**src/rtl/sprog_pkg.sv**
```systemverilog
package sprog_pkg;
  localparam int CMD_W      = 6;
  localparam int KEY_W      = 4;
  localparam int WORD_W     = 14;
  localparam int LOAD_W     = 12;
  localparam int FRAME_CLKS = 16;

  typedef enum logic [2:0] {
    K_NONE, K_LOAD, K_READ, K_INCR, K_BEGIN, K_END, K_ERASE
  } cmd_kind_t;

  typedef enum logic { PH_CMD, PH_DATA } phase_t;

  // low nibble of a received command selects its action
  function automatic cmd_kind_t decode_cmd(input logic [KEY_W-1:0] key);
    case (key)
      4'h2:    return K_LOAD;
      4'h4:    return K_READ;
      4'h6:    return K_INCR;
      4'h8:    return K_BEGIN;
      4'hE:    return K_END;
      4'h9:    return K_ERASE;
      default: return K_NONE;
    endcase
  endfunction

  function automatic logic has_frame(input cmd_kind_t k);
    return (k == K_LOAD) || (k == K_READ);
  endfunction

  // a command is dropped under erase, or under write unless it ends the write
  function automatic logic cmd_accepted(input cmd_kind_t k, input logic ebusy,
                                        input logic pbusy);
    return !(ebusy || (pbusy && (k != K_END)));
  endfunction
endpackage

```
**src/rtl/sprog_sync.sv**
```systemverilog
module sprog_sync #(
  parameter int STAGES = 2
) (
  input  logic clk,
  input  logic rst_n,
  input  logic sclk_i,
  input  logic sdat_i,
  output logic sclk_rise,
  output logic sclk_fall,
  output logic din
);
  logic [STAGES:0]   ck_q;
  logic [STAGES-1:0] dt_q;

  always_ff @(posedge clk or negedge rst_n) begin
    if (!rst_n) begin
      ck_q <= '0;
      dt_q <= '0;
    end else begin
      ck_q <= {ck_q[STAGES-1:0], sclk_i};
      dt_q <= {dt_q[STAGES-2:0], sdat_i};
    end
  end

  assign sclk_rise = ck_q[STAGES-1] & ~ck_q[STAGES];
  assign sclk_fall = ~ck_q[STAGES-1] & ck_q[STAGES];
  assign din       = dt_q[STAGES-1];
endmodule

```
**src/rtl/sprog_framer.sv**
```systemverilog
module sprog_framer
  import sprog_pkg::*;
(
  input  logic              clk,
  input  logic              rst_n,
  input  logic              mode_en,
  input  logic              sclk_rise,
  input  logic              sclk_fall,
  input  logic              din,
  input  logic              accept,
  input  logic [LOAD_W-1:0] mem_rdata,
  output logic              cmd_done,
  output logic [KEY_W-1:0]  cmd_key,
  output logic              load_strobe,
  output logic [LOAD_W-1:0] load_word,
  output logic              dat_out,
  output logic              dat_oe
);
  localparam int CC_W = $clog2(CMD_W);
  localparam int DC_W = $clog2(FRAME_CLKS);
  localparam logic [CC_W-1:0] CMD_LAST  = CC_W'(CMD_W - 1);
  localparam logic [DC_W-1:0] SLOT_STOP = DC_W'(FRAME_CLKS - 1);
  localparam logic [DC_W-1:0] SLOT_LOAD = DC_W'(LOAD_W);
  localparam logic [DC_W-1:0] SLOT_WORD = DC_W'(WORD_W);

  phase_t            phase;
  logic [CC_W-1:0]   cmd_cnt;
  logic [DC_W-1:0]   dat_cnt;
  logic [CMD_W-2:0]  csr;
  logic              live, rd_frame;
  logic [LOAD_W-1:0] rx, tx;
  cmd_kind_t         kind;

  assign cmd_done = sclk_fall && (phase == PH_CMD) && (cmd_cnt == CMD_LAST);
  assign cmd_key  = csr[KEY_W-1:0];
  assign kind     = decode_cmd(cmd_key);

  always_ff @(posedge clk or negedge rst_n) begin
    if (!rst_n) begin
      phase <= PH_CMD; cmd_cnt <= '0; dat_cnt <= '0; csr <= '0;
      live <= 1'b0; rd_frame <= 1'b0; rx <= '0; tx <= '0;
      load_strobe <= 1'b0; load_word <= '0; dat_out <= 1'b0; dat_oe <= 1'b0;
    end else if (!mode_en) begin
      phase <= PH_CMD; cmd_cnt <= '0; dat_cnt <= '0;
      live <= 1'b0; rd_frame <= 1'b0; load_strobe <= 1'b0;
      dat_out <= 1'b0; dat_oe <= 1'b0;
    end else begin
      load_strobe <= 1'b0;
      if (phase == PH_CMD) begin
        if (sclk_fall) begin
          if (cmd_cnt == CMD_LAST) begin
            cmd_cnt <= '0;
            if (has_frame(kind)) begin
              phase    <= PH_DATA;
              dat_cnt  <= '0;
              live     <= accept;
              rd_frame <= (kind == K_READ);
              if (kind == K_READ) tx <= mem_rdata;
            end
          end else begin
            csr     <= {din, csr[CMD_W-2:1]};
            cmd_cnt <= cmd_cnt + 1'b1;
          end
        end
      end else begin
        if (sclk_fall) begin
          if (dat_cnt >= 1 && dat_cnt <= SLOT_LOAD) rx <= {din, rx[LOAD_W-1:1]};
          if (dat_cnt == SLOT_STOP) begin
            phase   <= PH_CMD;
            dat_cnt <= '0;
            if (live && !rd_frame) begin
              load_word   <= rx;
              load_strobe <= 1'b1;
            end
          end else begin
            dat_cnt <= dat_cnt + 1'b1;
          end
        end
        if (sclk_rise && live && rd_frame) begin
          if (dat_cnt == 1)         dat_oe <= 1'b1;
          if (dat_cnt == SLOT_STOP) dat_oe <= 1'b0;
          if (dat_cnt >= 1 && dat_cnt <= SLOT_WORD) begin
            dat_out <= (dat_cnt <= SLOT_LOAD) ? tx[0] : 1'b0;
            tx      <= tx >> 1;
          end
        end
      end
    end
  end

  AST_CMD_COUNT_RANGE: assert property (@(posedge clk) disable iff (!rst_n)
    cmd_cnt <= CMD_LAST);
  AST_OE_ONLY_IN_FRAME: assert property (@(posedge clk) disable iff (!rst_n)
    dat_oe |-> (phase == PH_DATA) && rd_frame);
  AST_OE_ON_RISING: assert property (@(posedge clk) disable iff (!rst_n)
    $rose(dat_oe) |-> $past(sclk_rise));
  AST_MODE_CLEAR: assert property (@(posedge clk) disable iff (!rst_n)
    !mode_en |=> (phase == PH_CMD) && (cmd_cnt == '0) && !dat_oe);
endmodule

```
**src/rtl/sprog_target.sv**
```systemverilog
module sprog_target
  import sprog_pkg::*;
(
  input  logic              clk,
  input  logic              rst_n,
  input  logic              mode_en,
  input  logic              ser_clk,
  input  logic              ser_dat_in,
  output logic              ser_dat_out,
  output logic              ser_dat_oe,
  input  logic [LOAD_W-1:0] mem_rdata,
  input  logic              erase_busy,
  input  logic              prog_busy,
  output logic              addr_incr,
  output logic              load_strobe,
  output logic [LOAD_W-1:0] load_word,
  output logic              prog_start,
  output logic              prog_stop,
  output logic              prog_active,
  output logic              erase_start,
  output logic              seq_err,
  output logic              busy_err
);
  logic             sclk_rise, sclk_fall, din;
  logic             cmd_done, accept, load_seen;
  logic [KEY_W-1:0] cmd_key;
  cmd_kind_t        kind;

  sprog_sync #(.STAGES(2)) u_sync (
    .clk(clk), .rst_n(rst_n), .sclk_i(ser_clk), .sdat_i(ser_dat_in),
    .sclk_rise(sclk_rise), .sclk_fall(sclk_fall), .din(din)
  );

  assign kind   = decode_cmd(cmd_key);
  assign accept = cmd_accepted(kind, erase_busy, prog_busy);

  sprog_framer u_framer (
    .clk(clk), .rst_n(rst_n), .mode_en(mode_en),
    .sclk_rise(sclk_rise), .sclk_fall(sclk_fall), .din(din),
    .accept(accept), .mem_rdata(mem_rdata),
    .cmd_done(cmd_done), .cmd_key(cmd_key),
    .load_strobe(load_strobe), .load_word(load_word),
    .dat_out(ser_dat_out), .dat_oe(ser_dat_oe)
  );

  always_ff @(posedge clk or negedge rst_n) begin
    if (!rst_n) begin
      addr_incr <= 1'b0; prog_start <= 1'b0; prog_stop <= 1'b0;
      erase_start <= 1'b0; seq_err <= 1'b0; busy_err <= 1'b0;
      prog_active <= 1'b0; load_seen <= 1'b0;
    end else if (!mode_en) begin
      addr_incr <= 1'b0; prog_start <= 1'b0; prog_stop <= 1'b0;
      erase_start <= 1'b0; seq_err <= 1'b0; busy_err <= 1'b0;
      prog_active <= 1'b0; load_seen <= 1'b0;
    end else begin
      addr_incr <= 1'b0; prog_start <= 1'b0; prog_stop <= 1'b0;
      erase_start <= 1'b0; seq_err <= 1'b0; busy_err <= 1'b0;
      if (load_strobe) load_seen <= 1'b1;
      if (cmd_done) begin
        if (!accept) begin
          busy_err <= 1'b1;
        end else begin
          case (kind)
            K_INCR:  addr_incr   <= 1'b1;
            K_ERASE: erase_start <= 1'b1;
            K_BEGIN: begin
              if (load_seen) begin
                prog_start  <= 1'b1;
                prog_active <= 1'b1;
                load_seen   <= 1'b0;
              end else begin
                seq_err <= 1'b1;
              end
            end
            K_END: begin
              prog_stop   <= 1'b1;
              prog_active <= 1'b0;
            end
            default: ;
          endcase
        end
      end
    end
  end

  AST_ONE_STROBE: assert property (@(posedge clk) disable iff (!rst_n)
    $onehot0({addr_incr, load_strobe, prog_start, prog_stop, erase_start}));
  AST_BEGIN_AFTER_LOAD: assert property (@(posedge clk) disable iff (!rst_n)
    prog_start |-> $past(load_seen));
  AST_WRITE_CLOSED_BY_END: assert property (@(posedge clk) disable iff (!rst_n)
    $fell(prog_active) && $past(mode_en) |-> prog_stop);
  AST_NO_START_ON_SEQ_ERR: assert property (@(posedge clk) disable iff (!rst_n)
    seq_err |-> !prog_start && !prog_active);
  AST_BUSY_DROPS: assert property (@(posedge clk) disable iff (!rst_n)
    busy_err |-> !(addr_incr || prog_start || erase_start));
  AST_PULSE_WIDTH: assert property (@(posedge clk) disable iff (!rst_n)
    addr_incr |=> !addr_incr);
endmodule

```
**config.mk**
```make
export PLATFORM = sky130hd
export DESIGN_NAME = sprog_target
export DESIGN_NICKNAME = d
export VERILOG_FILES = /design/src/rtl/sprog_pkg.sv /design/src/rtl/sprog_sync.sv /design/src/rtl/sprog_framer.sv /design/src/rtl/sprog_target.sv
export SDC_FILE = /design/constraint.sdc
export NUM_CORES = 1
export LEC_CHECK = 0
export ABC_AREA = 1
export BUFFER_PORTS_ARGS = -buffer_cell sky130_fd_sc_hd__buf_2
export CORE_ASPECT_RATIO = 1.25
export CORE_MARGIN = 2
export CORE_UTILIZATION = 40
export DETAILED_ROUTE_END_ITERATION = 16
export PLACE_DENSITY = 0.68
export SLEW_MARGIN = 10
export SYNTH_ARGS = -nofsm -noshare
export SYNTH_HDL_FRONTEND = slang
export SYNTH_SLANG_ARGS = --single-unit
```
**constraint.sdc**
```tcl
create_clock -name clk -period 2 [get_ports clk]
set_input_delay 0.1 -clock clk [delete_from_list [all_inputs] [get_ports clk]]
set_output_delay 0.1 -clock clk [all_outputs]
set_load 0.005 [all_outputs]
```
== Word level (Yosys, flattened, before mapping) ==
Index checks and enable logic that the tools add are counted.
Widths: inputs -> output; s select.

* Bits in registers: 67
* Input port bits: 19
* Output and inout bits: 22
* Logic and storage cells: 178

* Add/sub/neg operators: 2
* Order comparisons: 3
* Equal/unequal tests: 32
* Multiplexer cells: 87
* Bitwise logic cells: 6
* Reductions and logical operators: 26

{| class="wikitable"
|+ Operator list
! cell !! number
|-
| $mux 12 || 7
|-
| $mux 1 || 67
|-
| $mux 4 || 7
|-
| $pmux 3 s6 || 1
|-
| $eq 4x4->1 const B || 4
|-
| $reduce_and 4->1 || 4
|-
| $ne 2x1->1 const B || 7
|-
| $eq 3x3->1 const B || 4
|-
| $mux 3 || 4
|-
| $ne 3x1->1 const B || 4
|-
| $reduce_and 3->1 || 3
|-
| $eq 4x3->1 const B || 2
|-
| $le 4x4->1 const B || 2
|-
| $logic_and 1x1->1 || 8
|-
| $ne 2x2->1 const B || 4
|-
| $reduce_bool 2->1 || 4
|-
| $reduce_and 7->1 || 1
|-
| $eq 3x2->1 const B || 2
|-
| $ne 3x3->1 const B || 2
|-
| $reduce_and 5->1 || 1
|-
| $add 4x1->4 const B || 1
|-
| $eq 4x1->1 const B || 1
|-
| $eq 4x2->1 const B || 1
|-
| $ge 4x1->1 const B || 1
|-
| other kinds (8) || 14
|}

== Longest topological paths before layout ==
* Word-level depth: 11
* Mapped depth: 10
* Depth with buffers taken out: 9

== Cells and area by module ==
Synthesis repeated with hierarchy kept, for this count alone.

* Cell total of the unflattened synthesis: 370
* Area total of the unflattened synthesis: 3164.3 um2

{| class="wikitable"
|+ By module, submodules not included
! module !! instances !! cells an instance !! area an instance (um2) !! sequential area each (um2)
|-
| sprog_framer || 1 || 319 || 2648.8 || 1351.3
|-
| sprog_target || 1 || 42 || 375.4 || 200.2
|-
| sprog_sync || 1 || 9 || 140.1 || 125.1
|}

== Worst setup path after synthesis ==
No wires, ideal clock.

* Path kind: flip-flop to flip-flop
* Start point: reg u_framer.dat_cnt[0]
* End point: reg u_framer.tx[0]
* Setup time: 0.116 ns
* Data arrival time: 1.341 ns
* Required time: 1.884 ns
* Setup slack: 0.543 ns
* Cell stages (with the launch flop): 10
* Path buffers: 1
* Period minus slack after synthesis: 1.457 ns
* Cells stage by stage: dfrtp_1 > inv_1 > ha_1 > inv_1 > nor2_1 > nand2_1 > nand4_4 > buf_2 > nand3_1 > nand2_1

* Cells in the longest elaborated chain, start to end: 4
* Elaborated cells on any way between the ends: 5
* Classes of those cells: order compare (2); eq/ne (1); reduce/logical (2)

{| class="wikitable"
|+ RTL lines
! what !! RTL line !! RTL
|-
| start, declared || sprog_framer.sv:28 || <nowiki>logic [DC_W-1:0] dat_cnt;</nowiki>
|-
| start signal, assigned || sprog_framer.sv:76 || <nowiki>dat_cnt <= dat_cnt + 1'b1;</nowiki>
|-
| $ge 4x1->1 or $le 4x4->1 (tied branches) || sprog_framer.sv:82 || <nowiki>if (dat_cnt >= 1 && dat_cnt <= SLOT_WORD) begin</nowiki>
|-
| $logic_and 1x1->1 * || sprog_framer.sv:82 ||
|-
| $ne 2x2->1 (no source line) * || - ||
|-
| $reduce_and 7->1 (no source line) * || - ||
|-
| end signal, assigned || sprog_framer.sv:58 || <nowiki>if (kind == K_READ) tx <= mem_rdata;</nowiki>
|-
| end signal, assigned || sprog_framer.sv:84 || <nowiki>tx <= tx >> 1;</nowiki>
|-
| end, declared || sprog_framer.sv:31 || <nowiki>logic [LOAD_W-1:0] rx, tx;</nowiki>
|}

Every way passes the cells marked *; elsewhere a longest branch is shown, timed or not.
A chain may end at the register's enable or synchronous reset.

== Worst setup path in the final report ==
* Start point: reg u_framer.dat_cnt[0]
* End point: reg u_framer.rx[5]

* Cells in the longest elaborated chain, start to end: 3
* Elaborated cells on any way between the ends: 4
* Classes of those cells: order compare (2); reduce/logical (2)

{| class="wikitable"
|+ RTL lines
! what !! RTL line !! RTL
|-
| $ge 4x1->1 or $le 4x4->1 (tied branches) || sprog_framer.sv:67 || <nowiki>if (dat_cnt >= 1 && dat_cnt <= SLOT_LOAD) rx <= {din, rx[LOAD_W-1:1]};</nowiki>
|-
| $logic_and 1x1->1 * || sprog_framer.sv:67 ||
|-
| $reduce_and 4->1 (no source line) * || - ||
|-
| end signal, assigned || sprog_framer.sv:67 ||
|-
| end, declared || sprog_framer.sv:31 ||
|}

Marks and branches as above.

==> metrics <==
status=finished, final reports clean; Initial DRC Count=approximately 130; Area Growth Syn to Fin=19.9%; slowest cell delay on critical path=0.45 ns; post-synth top area cell=dfrtp_1; met1 Use GR=0.210; io pins=41; Switch Pwr=672 uW; WS Path Type=flip-flop to flip-flop; Max Cap Viol=0; Fin. Hold Viols=0; GR Util met3=0.0348; Post-Synth XOR/XNOR Area=0; Comb pwr share=0.060; Synth Area in Simple Gates=0.280; Vias/cell=between 4 and 5; post-synthesis compound-gate area fraction=0.0777; Layout Cells excl Fill=slightly above 500; GRT Overall Usage=0.165; fin crit period=between 1.5 and 2 ns; initial antenna violation count=0; async set-reset flop share out of synthesis=1.00; CTS tree=yes; top_reg_cell synth=dfrtp_1; via count=between 2000 and 2500; clock share of power=0.487; largest family of logic cells by synthesized area=simple AND/OR/NAND/NOR gates; TNS Setup=0 ns; Slew HR=0.701; Synth Register Bits=67; Max Fclk=around 0.57 GHz; critical path arrival=1.96 ns; Pwr Density=between 800 and 900 nW/um^2; clock-pin slew on the worst setup and hold paths=roughly 0.07 ns; vias in the first global route=2368; adder-cell share of the synthesized area=0.0124; Longest Clk Path Bufs=2; Sequential Power Share=0.453; Final HPWL DP=~4200 um; # setup viols final=0; WL/cell=approximately 12 um; # placed instances=490; busiest grt layer=met2; peak supply drop=roughly 0.00047 V; layout cell share with drive strength beyond 1=0.182; synth top area cells=dfrtp_1 (55%), nand2_1 (16%), inv_1 (4.7%), nand3_1 (3.8%), o21ai_1 (3.3%); # diodes=0; Layout Nets=434; DRT Pass-1 Iters=4; top cells by count, synth=nand2_1 (132), dfrtp_1 (67), inv_1 (38); H-tree depth=3; startpoint class of the critical path=flip-flop; Rows=35; first-pass GRT wire length=10500 um; worst skew pair latency=~0.34 ns; area of the multi-input gates=about 1100 um^2; Pint=about 2.4 mW; root buffer cell=clkbuf_8; Worst setup EP type=flip-flop; number of synthesized flops with an enable pin=0; Slew Viols, Final=0; cell breakdown of the critical path=inv_1 > ha_1 > inv_1 > nor2_1 > nand2_1 > nand3_2 > nand2_1 > o21ai_1; switching share of power=0.216; register area=between 1500 and 2000 um^2; proportion of synthesized chip area in sequential cells=0.554; Antenna Violating Nets Remaining=0; Syn Area/Cell=8.29 um^2; WP data required=around 2.2 ns; PortBufs=40; RSZ-0062 raised after global routing=no; Fill cells=691; die width=a little over 80 um; Num CTS Buffers=9; Unique masters post-synth=29; slowest cell on the critical path=dfrtp_1; Hold Path Class=primary input to flip-flop; CP max FO=24; fin crit share=0.876; clk_skew=between 0.008 and 0.009 ns; Leak Pwr=between 1.5 and 2 nW; gpl congestion=roughly 0.8; total gr overflow=0; largest net degree at the start of global routing=55; Least-Margin Pin Slew=approximately 0.45 ns; CORE AREA=about 7400 um^2; full die area=8280 um^2; Die Span Y=~100 um; global-route met2 utilization=0.263; most frequent cell after synthesis=nand2_1; # DRC=0; YS warnings=0; CTS sink count=67; Initial Util=0.411; syn_nets=a little under 400; area share of the largest cell type after synthesis=0.554; Post-Route WL=6110 um; mapped cell area=around 3000 um^2; Cells after Synth=between 300 and 400; Final Core Density=0.493; mux cell area share after synthesis=0
-- critical path, delay by kind of cell, from the launching register on --
kind            cells  cell delay, ns
fa+ha+maj           1            0.23
simple gates        4            0.74
compound gates      1            0.07
flops               1            0.45
buf+inv             2            0.13
-- sequential cells by signal, summed over array words and instances, names as in the netlist, 2 cells and up --
name and count:
u_framer.cmd_cnt 3, u_framer.csr 5, u_framer.dat_cnt 4, u_framer.load_word 12, u_framer.rx 12, u_framer.tx 12, u_sync.ck_q 3, u_sync.dt_q 2
-- path summary, 6_finish.rpt --
kind	start	endpoint	slack [ns]	cells past startpoint
max	u_framer.dat_cnt[0]	u_framer.rx[5]	0.25	8
min	mem_rdata[5]	u_framer.tx[5]	0.05	5
max reg2reg	u_framer.dat_cnt[0]	u_framer.rx[5]	0.25	8
min reg2reg	u_sync.dt_q[0]	u_sync.dt_q[1]	0.35	0
max in group asynchronous	rst_n	u_framer.tx[8]	1.23	3
min in group asynchronous	rst_n	u_framer.load_word[2]	0.18	2
-- through the flow --
| stage | instance area [um^2] | hold slack (ns) | total power, mW | worst slack (ns) |
|---|---|---|---|---|
| after floorplan | 3030 | -0.196 | 1.54 | 0.543 |
| after global placement | 3320 | 0.0198 | 1.61 | 0.332 |
| after detailed placement | 3320 | 0.0178 | 1.62 | 0.267 |
| after CTS | 3630 | 0.0336 | 3.14 | 0.255 |
| after global routing | 3630 | 0.0370 | 3.24 | 0.0225 |
| final | 3630 | 0.0498 | 3.11 | 0.248 |
-- cells in the final DEF (no fill, tap or decap), types with 2 or more instances in the layout --
cell,instances
nor2_1,26
nand2_2,2
a21oi_1,9
buf_2,40
inv_2,3
o21ai_0,11
nand2_1,132
buf_4,5
ha_1,3
inv_1,38
nand4_1,2
nand3_1,23
dfrtp_1,67
nand3_2,2
bufinv_16,4
clkbuf_8,10
nor3_1,3
o21ai_1,20
nand4_2,2
dlygate4sd3_1,3
-- logic make-up after synthesis --
family | count (synthesis)
flip-flops | 67
buffers and inverters | 54
adder cells (fa/ha/maj) | 3
AND/OR/NAND/NOR | 197
AO/OA/AOI/OAI | 44
-- metal layers --
layer / wire length [um] / up-vias / share of wire
met3: 289 / 9 / 0.047
met2: 2880 / 60 / 0.47
met1: 2840 / 1125 / 0.46
met4: 97 / 0 / 0.016
met5: 0 / - / 0
li1: - / 1240 / -
-- cell type report --
cell class	count	share of cell area
Timing Repair Buffer	49	0.0793
Tap cell	92	0.0317
Multi-Input combinational cell	244	0.309
Clock inverter	6	0.0376
Sequential cell	67	0.462
Inverter	41	0.0424
Clock buffer	10	0.0379
-- what timing repair did --
action / CTS / global route
endpoints found under the hold margin: 15 / 0
gates resized for setup: 0 / 0
setup endpoints to repair: 0 / 0
setup buffers: 0 / 0
hold buffers: 3 / 0
-- power groups by stage --
stage          Combinational (mW)  Clock (mW)  Sequential [mW]
2_1_floorplan               0.109           0             1.43
3_3_place_gp                0.180           0             1.43
3_5_place_dp                0.182           0             1.44
4_1_cts                     0.189        1.55             1.41
5_1_grt                     0.215        1.60             1.41
6_report                    0.186        1.52             1.41
Note: power is estimated with default switching activity, not from simulation.
